`src/rtl/ow_pkg.sv`:
```
package ow_pkg;

  typedef enum logic [1:0] {
    ERR_NONE     = 2'd0,
    ERR_PRESENCE = 2'd1,
    ERR_DATA     = 2'd2,
    ERR_HW       = 2'd3
  } owErr_e;

  typedef enum logic [1:0] {
    ST_IDLE = 2'd0,
    ST_RUN  = 2'd1,
    ST_NEXT = 2'd2
  } owState_e;

  // strobes from control to datapath
  typedef struct packed {
    logic slotGo;     // begin a slot: clear timers, pull line low
    logic slotRst;    // slot is a reset/presence slot
    logic slotWbit;   // bit to send when not taken from the block shifter
    logic slotUseTx;  // take the bit to send from the block shifter
    logic slotOd;     // use the short timing table
    logic blkLoad;    // load shifter, clear receive buffer
    logic blkRdMode;  // block read: fill transmit bits with ones
    logic blkShift;   // store read bit and advance the shifter
  } owStrobe_t;

  // status from datapath to control
  typedef struct packed {
    logic slotDone;     // edge seen and slot end reached
    logic slotTimeout;  // no edge by the watchdog limit
    logic bitVal;       // value decided from the captured edge
  } owStatus_t;

endpackage

```
`src/rtl/ow_datapath.sv`:
```
module ow_datapath
  import ow_pkg::*;
#(
  parameter int TICK_DIV   = 100,
  parameter int CNT_W      = 12,
  parameter int MAX_BITS   = 64,
  parameter int T_RST_LOW  = 960,
  parameter int T_RST_SMP  = 1100,
  parameter int T_RST_END  = 1920,
  parameter int T_B1_LOW   = 12,
  parameter int T_B0_LOW   = 120,
  parameter int T_B_SMP    = 30,
  parameter int T_B_END    = 140,
  parameter int O_RST_LOW  = 140,
  parameter int O_RST_SMP  = 157,
  parameter int O_RST_END  = 280,
  parameter int O_B1_LOW   = 2,
  parameter int O_B0_LOW   = 15,
  parameter int O_B_SMP    = 4,
  parameter int O_B_END    = 20,
  parameter int WDOG_EXTRA = 64
) (
  input  logic                clk,
  input  logic                rstN,
  input  owStrobe_t           ctl,
  input  logic                owIn,
  output logic                owDriveLow,
  input  logic [MAX_BITS-1:0] blkWrData,
  output logic [MAX_BITS-1:0] blkRdData,
  output owStatus_t           sts
);

  localparam int PRE_W = (TICK_DIV > 1) ? $clog2(TICK_DIV) : 1;
  localparam int IDX_W = (MAX_BITS > 1) ? $clog2(MAX_BITS) : 1;

  logic [PRE_W-1:0]    preCnt;
  logic                tickEn;
  logic [CNT_W-1:0]    tickCnt;
  logic                busMeta, busSync, busPrev;
  logic                riseSeen;
  logic                rstReg, odReg, wbitReg;
  logic                driveLow;
  logic                edgeSeen;
  logic [CNT_W-1:0]    capTick;
  logic [CNT_W-1:0]    relT, smpT, endT, wdT;
  logic [MAX_BITS-1:0] txBuf, rxBuf;
  logic [IDX_W-1:0]    bitIdx;

  // tick prescaler and slot-relative tick counter
  assign tickEn = (preCnt == PRE_W'(TICK_DIV - 1));

  always_ff @(posedge clk or negedge rstN) begin
    if (!rstN) begin
      preCnt  <= '0;
      tickCnt <= '0;
    end else if (ctl.slotGo) begin
      preCnt  <= '0;
      tickCnt <= '0;
    end else if (tickEn) begin
      preCnt <= '0;
      if (tickCnt != '1) tickCnt <= tickCnt + CNT_W'(1);
    end else begin
      preCnt <= preCnt + PRE_W'(1);
    end
  end

  // two-flop synchronizer plus edge history, idle level high
  always_ff @(posedge clk or negedge rstN) begin
    if (!rstN) begin
      busMeta <= 1'b1;
      busSync <= 1'b1;
      busPrev <= 1'b1;
    end else begin
      busMeta <= owIn;
      busSync <= busMeta;
      busPrev <= busSync;
    end
  end
  assign riseSeen = busSync & ~busPrev;

  // phase times for the latched slot kind
  always_comb begin
    unique case ({odReg, rstReg})
      2'b00: begin
        relT = wbitReg ? CNT_W'(T_B1_LOW) : CNT_W'(T_B0_LOW);
        smpT = CNT_W'(T_B_SMP);
        endT = CNT_W'(T_B_END);
      end
      2'b01: begin
        relT = CNT_W'(T_RST_LOW);
        smpT = CNT_W'(T_RST_SMP);
        endT = CNT_W'(T_RST_END);
      end
      2'b10: begin
        relT = wbitReg ? CNT_W'(O_B1_LOW) : CNT_W'(O_B0_LOW);
        smpT = CNT_W'(O_B_SMP);
        endT = CNT_W'(O_B_END);
      end
      default: begin
        relT = CNT_W'(O_RST_LOW);
        smpT = CNT_W'(O_RST_SMP);
        endT = CNT_W'(O_RST_END);
      end
    endcase
    wdT = endT + CNT_W'(WDOG_EXTRA);
  end

  // slot drive and release-edge capture
  always_ff @(posedge clk or negedge rstN) begin
    if (!rstN) begin
      rstReg   <= 1'b0;
      odReg    <= 1'b0;
      wbitReg  <= 1'b1;
      driveLow <= 1'b0;
      edgeSeen <= 1'b0;
      capTick  <= '0;
    end else if (ctl.slotGo) begin
      rstReg   <= ctl.slotRst;
      odReg    <= ctl.slotOd;
      wbitReg  <= ctl.slotRst ? 1'b1 : (ctl.slotUseTx ? txBuf[0] : ctl.slotWbit);
      driveLow <= 1'b1;
      edgeSeen <= 1'b0;
      capTick  <= '0;
    end else begin
      if (driveLow && (tickCnt >= relT)) driveLow <= 1'b0;
      if (!driveLow && !edgeSeen && riseSeen) begin
        edgeSeen <= 1'b1;
        capTick  <= tickCnt;
      end
    end
  end

  assign owDriveLow      = driveLow;
  assign sts.slotDone    = edgeSeen && (tickCnt >= endT);
  assign sts.slotTimeout = !edgeSeen && (tickCnt >= wdT);
  assign sts.bitVal      = !(capTick > smpT);

  // block shifter, bit i of the block in slot i
  always_ff @(posedge clk or negedge rstN) begin
    if (!rstN) begin
      txBuf  <= '0;
      rxBuf  <= '0;
      bitIdx <= '0;
    end else if (ctl.blkLoad) begin
      txBuf  <= ctl.blkRdMode ? '1 : blkWrData;
      rxBuf  <= '0;
      bitIdx <= '0;
    end else if (ctl.blkShift) begin
      rxBuf[bitIdx] <= sts.bitVal;
      txBuf         <= txBuf >> 1;
      bitIdx        <= bitIdx + IDX_W'(1);
    end
  end

  assign blkRdData = rxBuf;

endmodule

```
`src/rtl/ow_control.sv`:
```
module ow_control
  import ow_pkg::*;
#(
  parameter int LEN_W = 7
) (
  input  logic             clk,
  input  logic             rstN,
  input  logic             start,
  input  logic             cmdReset,
  input  logic             wrBit,
  input  logic             overdrive,
  input  logic             blkStart,
  input  logic             blkRead,
  input  logic [LEN_W-1:0] blkLen,
  input  owStatus_t        sts,
  output owStrobe_t        ctl,
  output logic             busy,
  output logic             done,
  output logic             result,
  output owErr_e           err
);

  owState_e         state, nxt;
  logic             blkMode;
  logic             isRst;
  logic             odReg;
  logic [LEN_W-1:0] bitsLeft;

  always_comb begin
    ctl = '0;
    nxt = state;
    unique case (state)
      ST_IDLE: begin
        if (start) begin
          ctl.slotGo   = 1'b1;
          ctl.slotRst  = cmdReset;
          ctl.slotWbit = wrBit;
          ctl.slotOd   = overdrive;
          nxt          = ST_RUN;
        end else if (blkStart) begin
          ctl.blkLoad   = 1'b1;
          ctl.blkRdMode = blkRead;
          nxt           = ST_NEXT;
        end
      end
      ST_RUN: begin
        if (sts.slotTimeout) begin
          nxt = ST_IDLE;
        end else if (sts.slotDone) begin
          if (blkMode) begin
            ctl.blkShift = 1'b1;
            nxt          = ST_NEXT;
          end else begin
            nxt = ST_IDLE;
          end
        end
      end
      ST_NEXT: begin
        if (bitsLeft == '0) begin
          nxt = ST_IDLE;
        end else begin
          ctl.slotGo    = 1'b1;
          ctl.slotUseTx = 1'b1;
          ctl.slotOd    = odReg;
          nxt           = ST_RUN;
        end
      end
      default: nxt = ST_IDLE;
    endcase
  end

  always_ff @(posedge clk or negedge rstN) begin
    if (!rstN) begin
      state    <= ST_IDLE;
      blkMode  <= 1'b0;
      isRst    <= 1'b0;
      odReg    <= 1'b0;
      bitsLeft <= '0;
      done     <= 1'b0;
      result   <= 1'b0;
      err      <= ERR_NONE;
    end else begin
      state <= nxt;
      done  <= 1'b0;
      unique case (state)
        ST_IDLE: begin
          if (start) begin
            blkMode <= 1'b0;
            isRst   <= cmdReset;
          end else if (blkStart) begin
            blkMode  <= 1'b1;
            isRst    <= 1'b0;
            odReg    <= overdrive;
            bitsLeft <= blkLen;
          end
        end
        ST_RUN: begin
          if (sts.slotTimeout) begin
            done   <= 1'b1;
            result <= 1'b0;
            if (blkMode)    err <= ERR_HW;
            else if (isRst) err <= ERR_PRESENCE;
            else            err <= ERR_DATA;
          end else if (sts.slotDone) begin
            if (blkMode) begin
              bitsLeft <= bitsLeft - LEN_W'(1);
            end else begin
              done   <= 1'b1;
              result <= sts.bitVal;
              err    <= ERR_NONE;
            end
          end
        end
        ST_NEXT: begin
          if (bitsLeft == '0) begin
            done   <= 1'b1;
            result <= 1'b0;
            err    <= ERR_NONE;
          end
        end
        default: ;
      endcase
    end
  end

  assign busy = (state != ST_IDLE);

endmodule

```
`src/rtl/ow_slot_engine.sv`:
```
module ow_slot_engine
  import ow_pkg::*;
#(
  parameter int TICK_DIV   = 100,
  parameter int CNT_W      = 12,
  parameter int MAX_BITS   = 64,
  parameter int T_RST_LOW  = 960,
  parameter int T_RST_SMP  = 1100,
  parameter int T_RST_END  = 1920,
  parameter int T_B1_LOW   = 12,
  parameter int T_B0_LOW   = 120,
  parameter int T_B_SMP    = 30,
  parameter int T_B_END    = 140,
  parameter int O_RST_LOW  = 140,
  parameter int O_RST_SMP  = 157,
  parameter int O_RST_END  = 280,
  parameter int O_B1_LOW   = 2,
  parameter int O_B0_LOW   = 15,
  parameter int O_B_SMP    = 4,
  parameter int O_B_END    = 20,
  parameter int WDOG_EXTRA = 64,
  localparam int LEN_W     = $clog2(MAX_BITS + 1)
) (
  input  logic                clk,
  input  logic                rstN,
  input  logic                start,
  input  logic                cmdReset,
  input  logic                wrBit,
  input  logic                overdrive,
  input  logic                blkStart,
  input  logic                blkRead,
  input  logic [LEN_W-1:0]    blkLen,
  input  logic [MAX_BITS-1:0] blkWrData,
  output logic                busy,
  output logic                done,
  output logic                result,
  output logic [1:0]          err,
  output logic [MAX_BITS-1:0] blkRdData,
  output logic                owDriveLow,
  input  logic                owIn
);

  owStrobe_t ctl;
  owStatus_t sts;
  owErr_e    errE;

  ow_control #(.LEN_W(LEN_W)) i_ctrl (
    .clk(clk), .rstN(rstN),
    .start(start), .cmdReset(cmdReset), .wrBit(wrBit), .overdrive(overdrive),
    .blkStart(blkStart), .blkRead(blkRead), .blkLen(blkLen),
    .sts(sts), .ctl(ctl),
    .busy(busy), .done(done), .result(result), .err(errE)
  );

  ow_datapath #(
    .TICK_DIV(TICK_DIV), .CNT_W(CNT_W), .MAX_BITS(MAX_BITS),
    .T_RST_LOW(T_RST_LOW), .T_RST_SMP(T_RST_SMP), .T_RST_END(T_RST_END),
    .T_B1_LOW(T_B1_LOW), .T_B0_LOW(T_B0_LOW), .T_B_SMP(T_B_SMP), .T_B_END(T_B_END),
    .O_RST_LOW(O_RST_LOW), .O_RST_SMP(O_RST_SMP), .O_RST_END(O_RST_END),
    .O_B1_LOW(O_B1_LOW), .O_B0_LOW(O_B0_LOW), .O_B_SMP(O_B_SMP), .O_B_END(O_B_END),
    .WDOG_EXTRA(WDOG_EXTRA)
  ) i_dp (
    .clk(clk), .rstN(rstN), .ctl(ctl),
    .owIn(owIn), .owDriveLow(owDriveLow),
    .blkWrData(blkWrData), .blkRdData(blkRdData),
    .sts(sts)
  );

  assign err = errE;

endmodule

```
`config.mk`:
```
export PLATFORM = sky130hd
export DESIGN_NAME = ow_slot_engine
export DESIGN_NICKNAME = d
export VERILOG_FILES = /design/src/rtl/ow_pkg.sv /design/src/rtl/ow_datapath.sv /design/src/rtl/ow_control.sv /design/src/rtl/ow_slot_engine.sv
export SDC_FILE = /design/constraint.sdc
export NUM_CORES = 1
export LEC_CHECK = 0
export BUFFER_PORTS_ARGS = -buffer_cell sky130_fd_sc_hd__buf_2
export CAP_MARGIN = 5
export CORE_MARGIN = 8
export CORE_UTILIZATION = 35
export DETAILED_ROUTE_END_ITERATION = 8
export HOLD_SLACK_MARGIN = 0.15
export PLACE_DENSITY_LB_ADDON = 0.05
export SYNTH_ARGS = -nofsm -noshare
export SYNTH_HDL_FRONTEND = slang
export SYNTH_SLANG_ARGS = --single-unit
```
`constraint.sdc`:
```
create_clock -name clk -period 5.8 [get_ports clk]
set_input_delay 0.29 -clock clk [delete_from_list [all_inputs] [get_ports clk]]
set_output_delay 0.29 -clock clk [all_outputs]
set_load 0.05 [all_outputs]
```
==> flow_metrics.tcl <==
set metrics [dict create \
    clockBufferDepth 2 \
    grt-ovfl-total 0 \
    p_leak_uw 0.00477 \
    place_congestion 0.819 \
    setup_viol 0 \
    layout-drive-gt1-share_pct 18.5 \
    synth.distinct_cells 65 \
    slowest_delay_ps 830 \
    drcViolationCount 0 \
    cp_num_buf_inv 3 \
    grt_pass1_vias 8313 \
    avgViaCountPerCell 5.39 \
    antenna_found_initial 0 \
    post_synth.cell_area_avg_um2 9.47 \
    utilization_pct 43.4 \
    die_y_um 182 \
    worst_ep_arrival_time_ps 3850 \
    power_uw 2630 \
    synth_ff_type "dfrtp_1" \
    post-route-period-util_pct 61.2 \
    first_pass_iters 4 \
    totalWireLength_um 28900 \
    hpwl_um 19200 \
    status "finished, final reports clean" \
    fin_skew_ps 25.1 \
    tns_ps 0 \
    crit_chain "inv_1 > ha_1 > inv_1 > ha_1 > nand4b_1 > nor4_1 > o21ai_1 > a32oi_1 > or2_2 > buf_4 > o41ai_1" \
    routedWlPerCell_um 19.0 \
    async_flop_share_pct 100 \
    antennaDiodeCount 0 \
    worstPathRequired_ps 6100 \
    worstMarginPinSlew_ps 1020 \
    clock_latency_ps 460 \
    area_growth_pct 21.7 \
    synth_edf_count 0 \
    crit_family "simple AND/OR/NAND/NOR gates" \
    grt_pass1_wl_um 47500 \
    timing.max_cap.violations 0 \
    initial_core_util_pct 35.7 \
    ys_seq_area_share_pct 49.2 \
    synthTopCellsByCount "195 x nand2_1, 185 x dfrtp_1, 69 x nor3_1" \
    cts_tree "built" \
    slew_headroom_pct 31.9 \
    cts.sinks 189 \
    rsz0062_at_grt "no" \
    endpoint_kind "register" \
    yosysWarnings 0 \
    path_clk_slew_ps 80 \
    pin_count 150 \
    synth.most_common_cell "nand2_1" \
    dr.first_iter.drc_count 443 \
    synth.net_count 1134 \
    finalCriticalPeriod_ps 3550 \
    syn-cell-area_um2 9620 \
    clock.fmax_mhz 282 \
    cts_root_buffer "clkbuf_16" \
    cp-start-kind "register" \
    synth-seq-cells 189 \
    synth_top_area_share_pct 48.1 \
    hold_viol_final 0 \
    synthTopCellsByArea "dfrtp_1 48%, nand2_1 7.6%, ha_1 4.9%, a31oi_1 4.4%, nor3_1 3.6%" \
    grt_usage_pct 17.7 \
    vias 8180 \
    finalNetCount 1281 \
    ant_nets 0 \
    p_per_area_nw_per_um2 225 \
    core_area_um2 27000 \
    worstPathMaxFanout 46 \
    critPathSlowestCell "or2_2" \
    drv_slew 0 \
    irDropWorstVdd_uv 189 \
    synthCells 1016 \
    cts_resized 0 \
    grt_max_degree 170 \
    die_x_um 182 \
    cts_buffers 17 \
    port_buffers 149 \
    die_area_um2 33000 \
    yosysTopAreaCell "dfrtp_1" \
    htreeDepth 4 \
    hold_class "in -> reg" \
    path_class "reg -> reg" \
    rows 60 \
]
state kept, by name, indices dropped and copies added (netlist names):
signal	cells
i_dp.blkRdData	64
i_dp.txBuf	64
i_dp.capTick	12
i_dp.tickCnt	12
i_ctrl.bitsLeft	7
i_dp.preCnt	7
i_dp.bitIdx	6
i_ctrl.err	2
i_ctrl.state	2
i_ctrl.blkMode	1
i_ctrl.done	1
i_ctrl.isRst	1
i_ctrl.odReg	1
i_ctrl.result	1
i_dp.busMeta	1
i_dp.busPrev	1
i_dp.busSync	1
i_dp.edgeSeen	1
i_dp.odReg	1
i_dp.owDriveLow	1
i_dp.rstReg	1
i_dp.wbitReg	1
where the power goes:
group          internal (µW)  leakage, µW  switching, µW  total [µW]
combinational           45.9      0.00255           52.2        98.1
clock                    590     0.000292            628        1220
sequential              1320      0.00193          0.513        1320
total                   1950      0.00477            680        2630
worst reg2reg max path: cells and delay by family, from the launching register on:
| family | cells | cell delay (ps) |
|---|---|---|
| and+or+nand+nor | 3 | 1270 |
| buffers and inverters | 3 | 690 |
| AOI/OAI and AO/OA | 3 | 570 |
| adders and majority gates | 2 | 470 |
| DFF | 1 | 420 |
cell usage in the layout (no fill, tap or decap), types with 3 or more instances in the layout:
cell type / n
dlygate4sd3_1: 56
inv_8: 3
nand3_1: 18
a31oi_1: 67
inv_6: 3
nor2_1: 45
xor2_1: 9
o41ai_1: 35
or2_2: 3
and3_1: 8
nand2b_1: 5
nor3_1: 69
buf_2: 148
xnor2_1: 7
o311ai_0: 33
o21a_1: 4
a211oi_1: 3
mux2i_1: 7
a21oi_1: 34
clkbuf_16: 17
buf_4: 10
dfrtp_1: 185
o21ai_0: 10
clkinv_8: 4
or3_1: 7
o211ai_1: 28
o22a_1: 10
ha_1: 38
o31ai_1: 27
nand2_1: 195
dfstp_2: 4
nor2b_1: 3
inv_1: 23
nand4_1: 6
cells by family after synthesis:
logic type,after synthesis,synth area share [%]
AOI/OAI and AO/OA,275,20.9
muxes,9,0.962
DFF,189,49.2
and+or+nand+nor,377,17.4
xor gates and xnor gates,16,1.46
adders and majority gates,38,4.94
buffers and inverters,112,5.07
final timing paths:
path | from | to | slack (ps) | cells past startpoint
max | i_dp.odReg | i_dp.blkRdData[26] | 2250 | 11
min | blkWrData[27] | i_dp.txBuf[27] | 160 | 3
max reg2reg | i_dp.odReg | i_dp.blkRdData[26] | 2250 | 11
min reg2reg | i_dp.busMeta | i_dp.busSync | 360 | 0
max in group asynchronous | rstN | i_dp.txBuf[41] | 3930 | 3
min in group asynchronous | rstN | i_dp.preCnt[3] | 500 | 2
final cells by class:
class / count / area (µm²)
Multi-Input combinational cell: 715 / 4440
Inverter: 24 / 90.1
Clock buffer: 17 / 425
Tap cell: 341 / 427
Sequential cell: 189 / 4730
Fill cell: 2722 / 15200
Timing Repair Buffer: 216 / 1410
Clock inverter: 15 / 183
per-stage QoR:
stage                     hold slack, ps  instance area, µm²  std cells  setup slack (ps)
after floorplan                    -5.59                9620       1016              3190
after global placement               346               10500       1429              2280
after detailed placement             347               10500       1429              2270
after CTS                            151               11700       1517              2250
after global routing                 155               11700       1517              1940
final                                156               11700       1517              2250
timing repair:
item	4_1_cts	5_1_grt
setup buffers	0	0
endpoints found under the hold margin	149	0
hold buffers	56	0
layer usage:
metal  up-vias  share of wire [%]  global-route usage [%]
met5         -                  0                       0
met4         0                1.5                    4.82
met3        20                5.4                    5.13
met2       168                 46                    27.5
met1      3963                 47                    23.9
li1       4029                  -                       -
Power figures use the tool's default switching activity.
